### src/rtl/mmu_walk_pkg.sv
// Shared types of the translation walker: walk states, fault classes and
// the first-level entry kinds (the kind values are the entry's bits 1:0).
package mmu_walk_pkg;

    typedef enum logic [2:0] {
        ST_IDLE    = 3'd0,
        ST_L1_REQ  = 3'd1,
        ST_L1_WAIT = 3'd2,
        ST_L2_REQ  = 3'd3,
        ST_L2_WAIT = 3'd4,
        ST_CHECK   = 3'd5,
        ST_DONE    = 3'd6
    } walk_state_e;

    typedef enum logic [2:0] {
        FLT_NONE     = 3'd0,
        FLT_XLATE_L1 = 3'd1,
        FLT_XLATE_L2 = 3'd2,
        FLT_DOMAIN   = 3'd3,
        FLT_PERM     = 3'd4
    } fault_e;

    typedef enum logic [1:0] {
        L1K_FAULT   = 2'b00,
        L1K_COARSE  = 2'b01,
        L1K_SECTION = 2'b10,
        L1K_FINE    = 2'b11
    } l1_kind_e;

endpackage

### src/rtl/mmu_l1_decode.sv
// First-level entry decoder. It is purely combinational.
// Assumes: the entry word comes straight from the memory port. Only the
// low 20 address bits are needed here; the caller builds the L1 address.
module mmu_l1_decode
    import mmu_walk_pkg::*;
(
    input  logic [31:0] desc,
    input  logic [19:0] va_low,
    output l1_kind_e    kind,
    output logic [31:0] sect_pa,
    output logic [31:0] l2_addr,
    output logic [3:0]  dom,
    output logic [1:0]  sect_ap
);

    logic unused_desc_bits;

    assign kind    = l1_kind_e'(desc[1:0]);
    assign sect_pa = {desc[31:20], va_low};
    assign sect_ap = desc[11:10];
    assign dom     = desc[8:5];
    assign unused_desc_bits = ^{desc[9], desc[4:2]};

    // Second-level entry address: the fine table is 4 KB, the coarse table is 1 KB
    always_comb begin
        if (desc[1:0] == L1K_FINE)
            l2_addr = {desc[31:12], va_low[19:10], 2'b00};
        else
            l2_addr = {desc[31:10], va_low[19:12], 2'b00};
    end

endmodule

### src/rtl/mmu_l2_decode.sv
// Second-level entry decoder. It is purely combinational.
// Assumes: the entry word comes straight from the memory port. For 64 KB
// and 4 KB pages the permission is taken from one of four subpage fields.
module mmu_l2_decode #(
    parameter int unsigned SUBPAGES = 4
) (
    input  logic [31:0] desc,
    input  logic [15:0] va_low,
    output logic        is_fault,
    output logic [31:0] pa,
    output logic [1:0]  ap
);

    localparam int unsigned SP_W = $clog2(SUBPAGES);

    logic [1:0] sp_ap [SUBPAGES];
    logic       unused_desc_bits;

    assign unused_desc_bits = ^desc[3:2];

    // Split the four subpage permission fields out of the entry
    for (genvar g = 0; g < SUBPAGES; g++) begin : g_subpage
        assign sp_ap[g] = desc[4 + 2*g +: 2];
    end

    // Page size select: base width and permission source
    always_comb begin
        is_fault = 1'b0;
        pa       = '0;
        ap       = 2'b00;
        unique case (desc[1:0])
            2'b01: begin
                pa = {desc[31:16], va_low[15:0]};
                ap = sp_ap[va_low[15:14]];
            end
            2'b10: begin
                pa = {desc[31:12], va_low[11:0]};
                ap = sp_ap[SP_W'(va_low[11:10])];
            end
            2'b11: begin
                pa = {desc[31:10], va_low[9:0]};
                ap = sp_ap[0];
            end
            default: is_fault = 1'b1;
        endcase
    end

endmodule

### src/rtl/mmu_perm_check.sv
// Domain and permission checker. It is combinational; the clock is used
// only by its assertions.
// Assumes: check_en is high only in the cycle the walker evaluates the result.
module mmu_perm_check #(
    parameter int unsigned NUM_DOM = 16,
    localparam int unsigned DOM_W  = $clog2(NUM_DOM),
    localparam int unsigned DACR_W = 2 * NUM_DOM
) (
    input  logic              clk,
    input  logic              rst_n,
    input  logic              check_en,
    input  logic [DACR_W-1:0] dacr,
    input  logic [DOM_W-1:0]  dom,
    input  logic [1:0]        ap,
    input  logic              priv,
    input  logic              write,
    output logic              dom_fault,
    output logic              perm_fault
);

    logic [1:0] dom_acc;
    logic       allowed;

    assign dom_acc = dacr[{dom, 1'b0} +: 2];

    // Permission table lookup for a client domain
    always_comb begin
        unique case (ap)
            2'b00:   allowed = priv && !write;
            2'b01:   allowed = priv;
            2'b10:   allowed = priv || !write;
            default: allowed = 1'b1;
        endcase
    end

    // Access type decides between deny, bypass and permission check
    always_comb begin
        dom_fault  = 1'b0;
        perm_fault = 1'b0;
        unique case (dom_acc)
            2'b01:   perm_fault = !allowed;
            2'b11:   perm_fault = 1'b0;
            default: dom_fault  = 1'b1;
        endcase
    end

    AST_MANAGER_BYPASS: assert property (@(posedge clk) disable iff (!rst_n)
        check_en && dom_acc == 2'b11 |-> !dom_fault && !perm_fault);
    AST_USER_WRITE_DENY: assert property (@(posedge clk) disable iff (!rst_n)
        check_en && dom_acc == 2'b01 && !priv && write && ap != 2'b11 |-> perm_fault);

endmodule

### src/rtl/mmu_walker.sv
// Two-level translation table walker.
// Sequence: accept in idle, read the first-level entry, then either go
// straight to the check or read one second-level entry, then pulse done.
// Assumes: the memory answers every request exactly once with mem_rvalid,
// after any delay, and never sends mem_rvalid unrequested.
module mmu_walker
    import mmu_walk_pkg::*;
#(
    parameter int unsigned NUM_DOM = 16,
    localparam int unsigned DOM_W  = $clog2(NUM_DOM),
    localparam int unsigned DACR_W = 2 * NUM_DOM
) (
    input  logic              clk,
    input  logic              rst_n,
    input  logic [31:0]       ttb_base,
    input  logic [DACR_W-1:0] dacr,
    input  logic              req_valid,
    output logic              req_ready,
    input  logic [31:0]       req_vaddr,
    input  logic              req_priv,
    input  logic              req_write,
    output logic              mem_req,
    output logic [31:0]       mem_addr,
    input  logic              mem_rvalid,
    input  logic [31:0]       mem_rdata,
    output logic              done,
    output logic [31:0]       pa,
    output logic              fault,
    output logic [2:0]        fault_code
);

    walk_state_e       state;
    logic [31:0]       va_r;
    logic              priv_r;
    logic              write_r;
    logic [17:0]       ttb_r;
    logic [DACR_W-1:0] dacr_r;
    logic [DOM_W-1:0]  dom_r;
    logic [1:0]        ap_r;
    logic [31:0]       pa_r;
    logic [31:0]       l2_addr_r;
    fault_e            fault_r;

    l1_kind_e          l1_kind;
    logic [31:0]       l1_sect_pa;
    logic [31:0]       l1_l2_addr;
    logic [3:0]        l1_dom;
    logic [1:0]        l1_ap;
    logic              l2_fault;
    logic [31:0]       l2_pa;
    logic [1:0]        l2_ap;
    logic              dom_fault;
    logic              perm_fault;
    logic              unused_ttb_low;

    assign unused_ttb_low = ^ttb_base[13:0];

    mmu_l1_decode u_l1 (
        .desc    (mem_rdata),
        .va_low  (va_r[19:0]),
        .kind    (l1_kind),
        .sect_pa (l1_sect_pa),
        .l2_addr (l1_l2_addr),
        .dom     (l1_dom),
        .sect_ap (l1_ap)
    );

    mmu_l2_decode #(.SUBPAGES(4)) u_l2 (
        .desc     (mem_rdata),
        .va_low   (va_r[15:0]),
        .is_fault (l2_fault),
        .pa       (l2_pa),
        .ap       (l2_ap)
    );

    mmu_perm_check #(.NUM_DOM(NUM_DOM)) u_chk (
        .clk        (clk),
        .rst_n      (rst_n),
        .check_en   (state == ST_CHECK),
        .dacr       (dacr_r),
        .dom        (dom_r),
        .ap         (ap_r),
        .priv       (priv_r),
        .write      (write_r),
        .dom_fault  (dom_fault),
        .perm_fault (perm_fault)
    );

    assign req_ready  = (state == ST_IDLE);
    assign mem_req    = (state == ST_L1_REQ) || (state == ST_L2_REQ);
    assign mem_addr   = (state == ST_L1_REQ) ? {ttb_r, va_r[31:20], 2'b00} : l2_addr_r;
    assign done       = (state == ST_DONE);
    assign pa         = pa_r;
    assign fault      = (fault_r != FLT_NONE);
    assign fault_code = fault_r;

    // Walk sequencer: latches the request, consumes entries, records the result
    always_ff @(posedge clk) begin
        if (!rst_n) begin
            state     <= ST_IDLE;
            va_r      <= '0;
            priv_r    <= 1'b0;
            write_r   <= 1'b0;
            ttb_r     <= '0;
            dacr_r    <= '0;
            dom_r     <= '0;
            ap_r      <= '0;
            pa_r      <= '0;
            l2_addr_r <= '0;
            fault_r   <= FLT_NONE;
        end else begin
            unique case (state)
                ST_IDLE: if (req_valid) begin
                    va_r    <= req_vaddr;
                    priv_r  <= req_priv;
                    write_r <= req_write;
                    ttb_r   <= ttb_base[31:14];
                    dacr_r  <= dacr;
                    fault_r <= FLT_NONE;
                    pa_r    <= '0;
                    state   <= ST_L1_REQ;
                end
                ST_L1_REQ: state <= ST_L1_WAIT;
                ST_L1_WAIT: if (mem_rvalid) begin
                    dom_r <= DOM_W'(l1_dom);
                    unique case (l1_kind)
                        L1K_FAULT: begin
                            fault_r <= FLT_XLATE_L1;
                            pa_r    <= '0;
                            state   <= ST_DONE;
                        end
                        L1K_SECTION: begin
                            pa_r  <= l1_sect_pa;
                            ap_r  <= l1_ap;
                            state <= ST_CHECK;
                        end
                        default: begin
                            l2_addr_r <= l1_l2_addr;
                            state     <= ST_L2_REQ;
                        end
                    endcase
                end
                ST_L2_REQ: state <= ST_L2_WAIT;
                ST_L2_WAIT: if (mem_rvalid) begin
                    if (l2_fault) begin
                        fault_r <= FLT_XLATE_L2;
                        pa_r    <= '0;
                        state   <= ST_DONE;
                    end else begin
                        pa_r  <= l2_pa;
                        ap_r  <= l2_ap;
                        state <= ST_CHECK;
                    end
                end
                ST_CHECK: begin
                    if (dom_fault) begin
                        fault_r <= FLT_DOMAIN;
                        pa_r    <= '0;
                    end else if (perm_fault) begin
                        fault_r <= FLT_PERM;
                        pa_r    <= '0;
                    end
                    state <= ST_DONE;
                end
                ST_DONE: state <= ST_IDLE;
                default: state <= ST_IDLE;
            endcase
        end
    end

    AST_DONE_PULSE: assert property (@(posedge clk) disable iff (!rst_n)
        done |=> !done);
    AST_FAULT_PA_ZERO: assert property (@(posedge clk) disable iff (!rst_n)
        done && fault |-> pa == 32'd0);
    AST_MEM_REQ_PULSE: assert property (@(posedge clk) disable iff (!rst_n)
        mem_req |=> !mem_req);
    AST_BUSY_NOT_READY: assert property (@(posedge clk) disable iff (!rst_n)
        mem_req |-> !req_ready);
    AST_L1_FIRST_ADDR: assert property (@(posedge clk) disable iff (!rst_n)
        req_valid && req_ready |=> mem_req && mem_addr[13:2] == $past(req_vaddr[31:20]));

endmodule

### config.mk
export PLATFORM = sky130hd
export DESIGN_NAME = mmu_walker
export DESIGN_NICKNAME = d
export VERILOG_FILES = /design/src/rtl/mmu_walk_pkg.sv /design/src/rtl/mmu_l1_decode.sv /design/src/rtl/mmu_l2_decode.sv /design/src/rtl/mmu_perm_check.sv /design/src/rtl/mmu_walker.sv
export SDC_FILE = /design/constraint.sdc
export NUM_CORES = 1
export LEC_CHECK = 0
export BUFFER_PORTS_ARGS = -buffer_cell sky130_fd_sc_hd__clkbuf_2
export CAP_MARGIN = 5
export CORE_ASPECT_RATIO = 0.7
export CORE_UTILIZATION = 58
export DETAILED_ROUTE_END_ITERATION = 8
export PLACE_DENSITY = 0.86
export SETUP_SLACK_MARGIN = 0.05
export SLEW_MARGIN = 0
export SYNTH_ARGS = -nofsm -noshare
export SYNTH_HDL_FRONTEND = slang
export SYNTH_HIERARCHICAL = 1
export SYNTH_SLANG_ARGS = --single-unit
### constraint.sdc
create_clock -name clk -period 4.8 [get_ports clk]
set_clock_uncertainty 0.1 [all_clocks]
set_input_delay 0.48 -clock clk [delete_from_list [all_inputs] [get_ports clk]]
set_output_delay 0.48 -clock clk [all_outputs]
set_load 0.01 [all_outputs]
==> results_dict.tcl, run 1 <==
set metrics [dict create \
    outcome "finished clean" \
    hold_ws_ps 175 \
    grt_usage_pct 28.3 \
    maxSlewViolCount 0 \
    die_h_um 101 \
    switching_share_pct 36.1 \
    ys_warn_count 6 \
    gp_congestion 0.886 \
    cp-endpoint "pa[15]" \
    cp-end-kind "flop" \
    drt-initial-drc-count 470 \
    timing.rr.end "pa[15]" \
    drv_cap 0 \
    p_int_uw 2730 \
    hold_viol 0 \
    p_per_area_mw_per_mm2 474 \
    cp-startpoint "dom_r[0]" \
    drive_above_1_share_pct 27.2 \
    antennaDiodeCount 0 \
    final_cell_area_mm2 0.00901 \
    cp.required_ps 5010 \
    path_clk_slew_ps 70 \
    synth_seq_area_share_pct 39.4 \
    period_share_pct 74.0 \
    switchingPower_uw 1540 \
    synth-edff-count 0 \
    ios 205 \
    power.share.sequential_pct 39.1 \
    cp.arrival_ps 3760 \
    hpwl_um 13500 \
    cts_inserted_buffers 17 \
    start_util_pct 60.6 \
    final_nets 1187 \
    ctsResizeCount 0 \
    vias 6970 \
    critPathKind "flop to flop" \
    rsz0062_at_grt "false" \
    ys_ff_latch 160 \
    reg2reg_depth 8 \
    place_area_mm2 0.00847 \
    reg2reg_setup_slack_ps 1250 \
    hp-class "primary input to flop" \
    area_growth_pct 10.9 \
    grt_overflow 0 \
    wl_um 20100 \
    die_w_um 143 \
    finalCriticalPeriod_ps 3550 \
    cp_max_fo 32 \
    async_reset_ff_share_pct 0 \
    grt_max_degree 92 \
    worst_slack_ps 1250 \
    worstReg2RegStart "dom_r[0]" \
    cts_tree "done" \
    max_freq_ghz 0.282 \
    cts.sinks 160 \
    grt_pass1_vias 6449 \
    h-tree-depth 4 \
    clockBufferDepth 2 \
    slew_headroom_pct 19.1 \
    crit_chain "mux4_1, mux2i_1, mux2_4, nor4_2, o31ai_1, nand2_1, nand3_2, mux2i_1" \
    crit_path_max_incr_delay_ps 850 \
    ant_nets 0 \
    startpoint_type "flop" \
    core_area_mm2 0.0134 \
    cts_setup_buffers 0 \
    die-area_mm2 0.0145 \
    syn_area_per_cell_um2 8.32 \
    fin_setup_tns_ps 0 \
    place_ws_ps 1310 \
    root_buffer "clkbuf_16" \
    via_per_inst 5.58 \
    routedWlPerCell_um 16.1 \
    row_count 35 \
    p_leak_uw 0.00375 \
    worst_pin_slew_ps 1210 \
    grt_pass1_wl_um 31800 \
    dr.pass1.iters 6 \
    setup_viol 0 \
    critPathSlowestCell "nand3_2" \
    synth_area_mm2 0.00812 \
    power_frac_clock_pct 29.1 \
    io_buffers 188 \
    ys.flop_type "dfxtp_1" \
    cpMostUsedCell "mux2i_1" \
    grt_antenna_before_repair 0 \
    comb_power_share_pct 31.8 \
    drc 0 \
    synth.distinct_cells 49 \
    syn_inst 977 \
    insertion_delay_ps 420 \
    peakVddDrop_mv 0.287 \
    hold_buffers 0 \
]
## Yosys cell counts, types with 2 or more instances
| library cell | number | area (um^2) |
|---|---|---|
| o21ai_0 | 5 | 25.0 |
| o22a_1 | 3 | 26.3 |
| mux4_2 | 3 | 67.6 |
| o311ai_1 | 2 | 17.5 |
| inv_1 | 3 | 11.3 |
| dfxtp_1 | 160 | 3200 |
| buf_2 | 18 | 90.1 |
| nor2b_1 | 32 | 200 |
| nor4_1 | 2 | 12.5 |
| nand2_1 | 318 | 1190 |
| nor3b_2 | 2 | 25.0 |
| nor2_1 | 5 | 18.8 |
| a21oi_1 | 128 | 641 |
| nand2b_1 | 5 | 31.3 |
| nand3b_1 | 3 | 22.5 |
| clkbuf_1 | 40 | 150 |
| mux2i_1 | 46 | 460 |
| mux2_2 | 43 | 484 |
| buf_6 | 14 | 158 |
| a311oi_1 | 2 | 17.5 |
| a22o_1 | 4 | 35.0 |
| a32o_1 | 32 | 320 |
| o21bai_1 | 2 | 15.0 |
| mux4_1 | 4 | 105 |
| nand3_1 | 7 | 35.0 |
| a21o_1 | 2 | 15.0 |
| buf_4 | 69 | 518 |
| o22ai_1 | 2 | 12.5 |
## layout by cell type, fill, tap and decap left out, types with 2 or more instances in the layout
cell type	instances
mux4_1	4
a32o_1	32
o21bai_1	2
clkbuf_16	17
nand2b_1	5
o21ai_0	5
a21oi_1	128
clkinv_2	3
nor2_1	5
dfxtp_1	160
nand2_1	317
nor2b_1	31
nor3b_4	2
clkinvlp_4	3
a22o_1	4
nand3b_1	3
o22a_1	3
nor4_1	2
inv_1	3
o311ai_1	2
mux4_2	3
mux2i_1	46
clkbuf_2	188
clkinv_4	3
a21o_1	2
nand3_1	7
a311oi_1	2
buf_4	9
mux2_2	43
o22ai_1	2
inv_6	4
conb_1	2
## per-stage QoR
step / total power, uW / std cells / utilization (%)
2_1_floorplan: 2830 / 978 / -
3_5_place_dp: 3050 / 1219 / 63.2
6_report: 4270 / 1250 / 67.2
4_1_cts: 4290 / 1250 / 67.2
3_3_place_gp: 3010 / 1219 / 63.2
5_1_grt: 4500 / 1250 / 67.2
## kinds of logic (layout without fill, tap and decap cells)
group | after synthesis | in the layout | share of synthesized area, %
other | 1 | 2 | 0.0462
adder cells (fa/ha/maj) | 1 | 1 | 0.123
multiplexers | 97 | 97 | 13.9
flip-flops | 160 | 160 | 39.4
buffers and inverters | 145 | 232 | 11.5
AO/OA/AOI/OAI | 187 | 187 | 14.6
AND/OR/NAND/NOR | 386 | 386 | 20.4
## sequential cells by signal, summed over array words and instances, names as in the netlist
signal,cells
write_r,1
state,3
pa,32
va_r,32
ttb_r,18
ap_r,2
fault_code,3
dacr_r,32
priv_r,1
l2_addr_r,32
dom_r,4
## metal layers
layer  vias to the layer above  global-route usage (%)  routed length, um  part of all wire [%]
met4                         0                    7.36                233                   1.2
met5                         -                       0                  0                     0
met2                       292                    45.3               9060                    45
met1                      3264                    37.5               9040                    45
li1                       3398                       -                  -                     -
met3                        16                    7.89               1750                   8.7
## how the worst min path moves through the flow
stage,from,endpoint,slack [ps],depth (start not counted)
finish,dacr[0],dacr_r[0],180,3
global route,ttb_base[19],ttb_r[5],170,3
CTS,req_vaddr[26],va_r[26],160,3
detailed placement,l2_addr_r[0],l2_addr_r[0],340,2
global placement,ttb_r[0],ttb_r[0],340,2
floorplan,dacr_r[18],dacr_r[18],330,2
## area by class of cell
cell class | count | area [um^2]
fillers | 1129 | 4390
flip-flops and latches | 160 | 3200
clock inverters | 14 | 110
multi-input cells | 673 | 4010
well taps | 185 | 231
repair buffers | 197 | 1010
inverters | 4 | 17.5
clock buffers | 17 | 425
## worst max-delay path: cells and delay by family, from the launching register on
family | cells | cell delay [ps]
compound gates | 1 | 100
mux | 4 | 1290
flops | 1 | 610
simple gates | 3 | 1330
## power by group through the flow
stage                     Sequential (uW)  Combinational (uW)  Clock (uW)
after floorplan                      1610                1220           0
after global placement               1690                1320           0
after detailed placement             1700                1350           0
after CTS                            1670                1350        1260
after global routing                 1700                1480        1320
final                                1670                1360        1250
Note: power is estimated with default switching activity, not from simulation.
==> run 2, diff against run 1 <==
--- a/config.mk
+++ b/config.mk
@@ -8,9 +8,9 @@
 export BUFFER_PORTS_ARGS = -buffer_cell sky130_fd_sc_hd__clkbuf_2
 export CAP_MARGIN = 5
 export CORE_ASPECT_RATIO = 0.7
-export CORE_UTILIZATION = 58
+export CORE_UTILIZATION = 49
 export DETAILED_ROUTE_END_ITERATION = 8
-export PLACE_DENSITY = 0.86
+export PLACE_DENSITY = 0.77
 export SETUP_SLACK_MARGIN = 0.05
 export SLEW_MARGIN = 0
 export SYNTH_ARGS = -nofsm -noshare
==> constraint.sdc (replaced) <==
create_clock -name clk -period 3.14 [get_ports clk]
set_clock_uncertainty 0.1 [all_clocks]
set_input_delay 0.314 -clock clk [delete_from_list [all_inputs] [get_ports clk]]
set_output_delay 0.314 -clock clk [all_outputs]
set_load 0.01 [all_outputs]
==> results_dict.tcl, run 2 (synthesis gave the netlist of run 1 again) <==
set metrics [dict create \
    busiest_layer "met2" \
    multi_input_area_mm2 0.00401 \
    drt-initial-drc-count 468 \
    hold_viol 0 \
    routedWlPerCell_um 15.5 \
    grt_pass1_wl_um 32300 \
    final_nets 1196 \
    insertion_delay_ps 420 \
    ios 205 \
    hp-class "primary input to flop" \
    switching_share_pct 35.3 \
    fin_setup_tns_ps 0 \
    grt_overflow 0 \
    die-area_mm2 0.0171 \
    core_area_mm2 0.0158 \
    cp_max_fo 32 \
    drive_above_1_share_pct 27.7 \
    root_buffer "clkbuf_16" \
    worst_pin_slew_ps 751 \
    period_share_pct 85.8 \
    die_w_um 156 \
    grt_max_degree 75 \
    cp-end-kind "flop" \
    power_frac_clock_pct 29.7 \
    antennaDiodeCount 0 \
    hold_buffers 1 \
    grtUsageMet1_pct 32.3 \
    startpoint_type "flop" \
    gp_congestion 0.859 \
    setup_viol 0 \
    drc 0 \
    hpwl_um 14100 \
    ant_nets 0 \
    grt_pass1_vias 6507 \
    io_buffers 188 \
    switchingPower_uw 2360 \
    cp.arrival_ps 2930 \
    grt_usage_pct 24.2 \
    p_per_area_mw_per_mm2 726 \
    power.share.sequential_pct 37.9 \
    vias 6793 \
    drv_cap 0 \
    slew_headroom_pct 49.7 \
    die_h_um 110 \
    comb_power_share_pct 32.3 \
    clockBufferDepth 2 \
    maxSlewViolCount 0 \
    grtUsageMet3_pct 5.68 \
    regArea_mm2 0.00320 \
    finalCriticalPeriod_ps 2690 \
    cts_tree "done" \
    peakVddDrop_mv 0.422 \
    critPathKind "flop to flop" \
    outcome "finished clean" \
    area_growth_pct 13.0 \
    cp.required_ps 3380 \
    met2_usage_pct 39.4 \
    dr.pass1.iters 5 \
    max_freq_ghz 0.371 \
    rsz0062_at_grt "false" \
    p_int_uw 4310 \
    grt_antenna_before_repair 1 \
    row_count 38 \
    via_per_inst 5.25 \
    final_util_pct 58.0 \
    wl_um 20100 \
    path_clk_slew_ps 70 \
    final_common_cell "nand2_1" \
    fillCellCount 1498 \
    start_util_pct 51.3 \
    p_leak_uw 0.00382 \
    cts.sinks 160 \
    cts_setup_buffers 0 \
    h-tree-depth 4 \
    cts_inserted_buffers 17 \
    final_cell_mix "nand2_1, clkbuf_2, dfxtp_1, a21oi_1, mux2i_1" \
    ctsResizeCount 0 \
]
## run 2: changes by cell type in the layout (fill, tap and decap cells not counted), sizes merged
| cell | previous run | this run |
|---|---|---|
| buf | 9 | 17 |
| clkinv | 6 | 3 |
| inv | 9 | 11 |
| dlygate4sd3 | 0 | 1 |
| clkinvlp | 3 | 2 |
| bufinv | 0 | 1 |
| clkbuf | 205 | 206 |
## run 2: per-layer routing
metal	routed length (um)	vias up	part of all wire, %
li1	-	3407	-
met1	9460	3171	47
met2	9070	197	45
met3	1280	18	6.4
met4	275	0	1.4
met5	0	-	0
## run 2: critical path, stage by stage, from the launching register on
cell     delay [ps]
dfxtp_1         570
mux4_1          630
mux2i_1         150
mux2_4          200
nor4_2           60
o31ai_1         190
nand2_1         130
nand3_2         110
buf_12          230
mux2i_1         230
## run 2: area by class of cell
cell class                      instances  area share [%]
Timing Repair Buffer                  206            12.2
Inverter                                4           0.191
Tap cell                              220            3.00
Clock inverter                         13            1.42
Multi-Input combinational cell        673            43.7
Sequential cell                       160            34.9
Clock buffer                           18            4.67
## run 2: worst paths after layout
kind                  from       end  slack [ps]  cells past startpoint
max reg2reg       dom_r[0]     pa[6]         450                      9
min reg2reg       ttb_r[6]  ttb_r[6]         350                      2
min          req_vaddr[23]  va_r[23]          10                      3
max               dom_r[0]     pa[6]         450                      9
## run 2: per-stage QoR
step           hold slack (ps)  total power [uW]  worst slack (ps)  instance area, um^2  std cells
2_1_floorplan              332              4330               841                 8130        978
3_3_place_gp               339              4690               495                 8610       1262
3_5_place_dp               344              4730               434                 8610       1262
4_1_cts                   2.32              6720               418                 9180       1294
5_1_grt                   8.31              7050               238                 9180       1294
6_report                  14.2              6670               447                 9180       1294
## run 2: power groups by stage
stage          clock (uW)  sequential [uW]  combinational, uW
6_report             1980             2530               2150
2_1_floorplan           0             2460               1870
4_1_cts              2020             2530               2170
3_3_place_gp            0             2560               2130
3_5_place_dp            0             2570               2160
5_1_grt              2110             2560               2370
==> run 3, diff against run 2 <==
--- a/config.mk
+++ b/config.mk
@@ -7,13 +7,12 @@
 export LEC_CHECK = 0
 export BUFFER_PORTS_ARGS = -buffer_cell sky130_fd_sc_hd__clkbuf_2
 export CAP_MARGIN = 5
-export CORE_ASPECT_RATIO = 0.7
-export CORE_UTILIZATION = 49
+export CORE_ASPECT_RATIO = 1.1
+export CORE_UTILIZATION = 47
 export DETAILED_ROUTE_END_ITERATION = 8
-export PLACE_DENSITY = 0.77
+export PLACE_DENSITY = 0.76
 export SETUP_SLACK_MARGIN = 0.05
-export SLEW_MARGIN = 0
+export SLEW_MARGIN = 10
 export SYNTH_ARGS = -nofsm -noshare
 export SYNTH_HDL_FRONTEND = slang
-export SYNTH_HIERARCHICAL = 1
 export SYNTH_SLANG_ARGS = --single-unit
==> results_dict.tcl, run 3 <==
set metrics [dict create \
    slew_headroom_pct 49.1 \
    row_count 47 \
    finalCriticalPeriod_ps 2880 \
    critPathKind "flop to flop" \
    multi_input_area_mm2 0.00373 \
    dr.pass1.iters 5 \
    power_frac_clock_pct 35.6 \
    p_int_uw 3960 \
    ys_ff_latch 158 \
    yosys.area_share.simple_pct 19.9 \
    cp_max_fo 32 \
    m1WireLength_um 8190 \
    final_cell_mix "nand2_1, clkbuf_2, dfxtp_1, a21boi_0, mux2i_1" \
    final_util_pct 58.5 \
    final_common_cell "nand2_1" \
    p_leak_uw 0.00381 \
    routedWlPerCell_um 15.5 \
    cts_setup_buffers 0 \
    wl_met3_um 1110 \
    cp.arrival_ps 3070 \
    ios 205 \
    synth_area_leader_cell "dfxtp_1" \
    rsz0062_at_grt "false" \
    p_per_area_mw_per_mm2 636 \
    h-tree-depth 4 \
    die_w_um 120 \
    outcome "finished clean" \
    antennaDiodeCount 0 \
    synthAdderAreaFrac_pct 0.278 \
    worst_pin_slew_ps 761 \
    vias 6090 \
    cts_tree "done" \
    grt_pass1_vias 5920 \
    final_nets 1112 \
    regArea_mm2 0.00316 \
    max_freq_ghz 0.347 \
    fillCellCount 1372 \
    power.share.sequential_pct 42.0 \
    drt-initial-drc-count 424 \
    synth_area_leaders "dfxtp_1, nand2_1, a21boi_0" \
    root_buffer "clkbuf_16" \
    final_cell_area_mm2 0.00878 \
    synth_seq_area_share_pct 43.9 \
    worst_slack_ps 257 \
    insertion_delay_ps 410 \
    hp-class "primary input to flop" \
    hold_buffers 0 \
    area_growth_pct 21.8 \
    wl_um 18300 \
    via_per_inst 5.14 \
    dr_wl_met2_um 8840 \
    hpwl_um 12700 \
    synth_compound_gate_area_share_pct 16.6 \
    drv_cap 0 \
    startpoint_type "flop" \
    drc 0 \
    cp-end-kind "flop" \
    syn_inst 824 \
    switching_share_pct 29.1 \
    grt_max_degree 79 \
    grt_pass1_wl_um 29200 \
    yosysTopAreaCellShare_pct 43.9 \
    syn_area_per_cell_um2 8.75 \
    place_ws_ps 274 \
    cts_inserted_buffers 17 \
    cp.required_ps 3330 \
    synth.top_cells.by_count "nand2_1, dfxtp_1, a21boi_0" \
    synth_area_mm2 0.00721 \
    die_h_um 132 \
    ant_nets 0 \
    synth-edff-count 0 \
    async_reset_ff_share_pct 0 \
    place_area_mm2 0.00822 \
    ys_warn_count 0 \
    switchingPower_uw 1630 \
    grt_usage_pct 23.5 \
    hold_ws_ps 27.5 \
    synth.most_common_cell "nand2_1" \
    drive_above_1_share_pct 27.8 \
    period_share_pct 91.8 \
    peakVddDrop_mv 0.420 \
    synth.distinct_cells 47 \
    synthXorXnorAreaFrac_pct 0.122 \
    ctsResizeCount 0 \
    hold_viol 0 \
    die-area_mm2 0.0158 \
    grt_antenna_before_repair 0 \
    ys.flop_type "dfxtp_1" \
    setup_viol 0 \
    gp_congestion 0.818 \
    grt_overflow 0 \
    core_area_mm2 0.0150 \
    start_util_pct 48.1 \
    fin_setup_tns_ps 0 \
    muxShareOfSynthArea_pct 14.6 \
    cts.sinks 158 \
    synth_top_family_by_area "simple AND/OR/NAND/NOR gates" \
    io_buffers 186 \
    clockBufferDepth 2 \
    comb_power_share_pct 22.4 \
    maxSlewViolCount 0 \
    path_clk_slew_ps 60 \
    top_layer "met4" \
]
## run 3: worst paths after layout
kind | from | to | slack [ps] | depth (start not counted)
setup / recovery | dom_r[0] | pa[3] | 260 | 7
hold / removal | ttb_base[14] | ttb_r[0] | 30 | 3
setup reg to reg | dom_r[0] | pa[3] | 260 | 7
hold reg to reg | va_r[2] | pa[2] | 350 | 2
## run 3: layer usage
layer	track usage [%]	vias up
met5	0	-
met4	7.15	0
met3	5.84	15
met2	39.0	183
met1	29.9	2820
li1	-	3072
## run 3: cells by family after synthesis
family,after synthesis
fa+ha+maj,2
other cells,1
compound gates,152
xor+xnor,1
simple gates,356
mux,85
flops,158
buf+inv,69
## run 3: power groups by stage
| stage | Combinational [uW] | Sequential, uW | Clock [uW] |
|---|---|---|---|
| after floorplan | 963 | 2330 | 0 |
| after CTS | 1260 | 2350 | 2030 |
| after detailed placement | 1260 | 2390 | 0 |
| final | 1250 | 2340 | 1990 |
| after global placement | 1240 | 2380 | 0 |
| after global routing | 1380 | 2370 | 2110 |
## run 3: layout make-up
cell class | instances | area share, %
clock inverter | 7 | 1.01
clock buffer | 22 | 5.40
timing repair buffer | 198 | 12.1
tap | 196 | 2.79
multi-input combinational | 598 | 42.5
sequential | 158 | 36.0
inverter | 5 | 0.214
## run 3: metrics by stage
step                power, uW  std cells
global route             5860       1184
CTS                      5630       1184
detailed placement       3640       1155
finish                   5580       1184
floorplan                3290        825
global placement         3620       1155
## run 3: worst max-delay path: stages, from the launching register on
cell and delay (ps):
dfxtp_1 610, mux4_2 550, or2_0 220, a32oi_2 250
a21boi_2 140, or3b_2 510, buf_12 220, mux2i_1 150
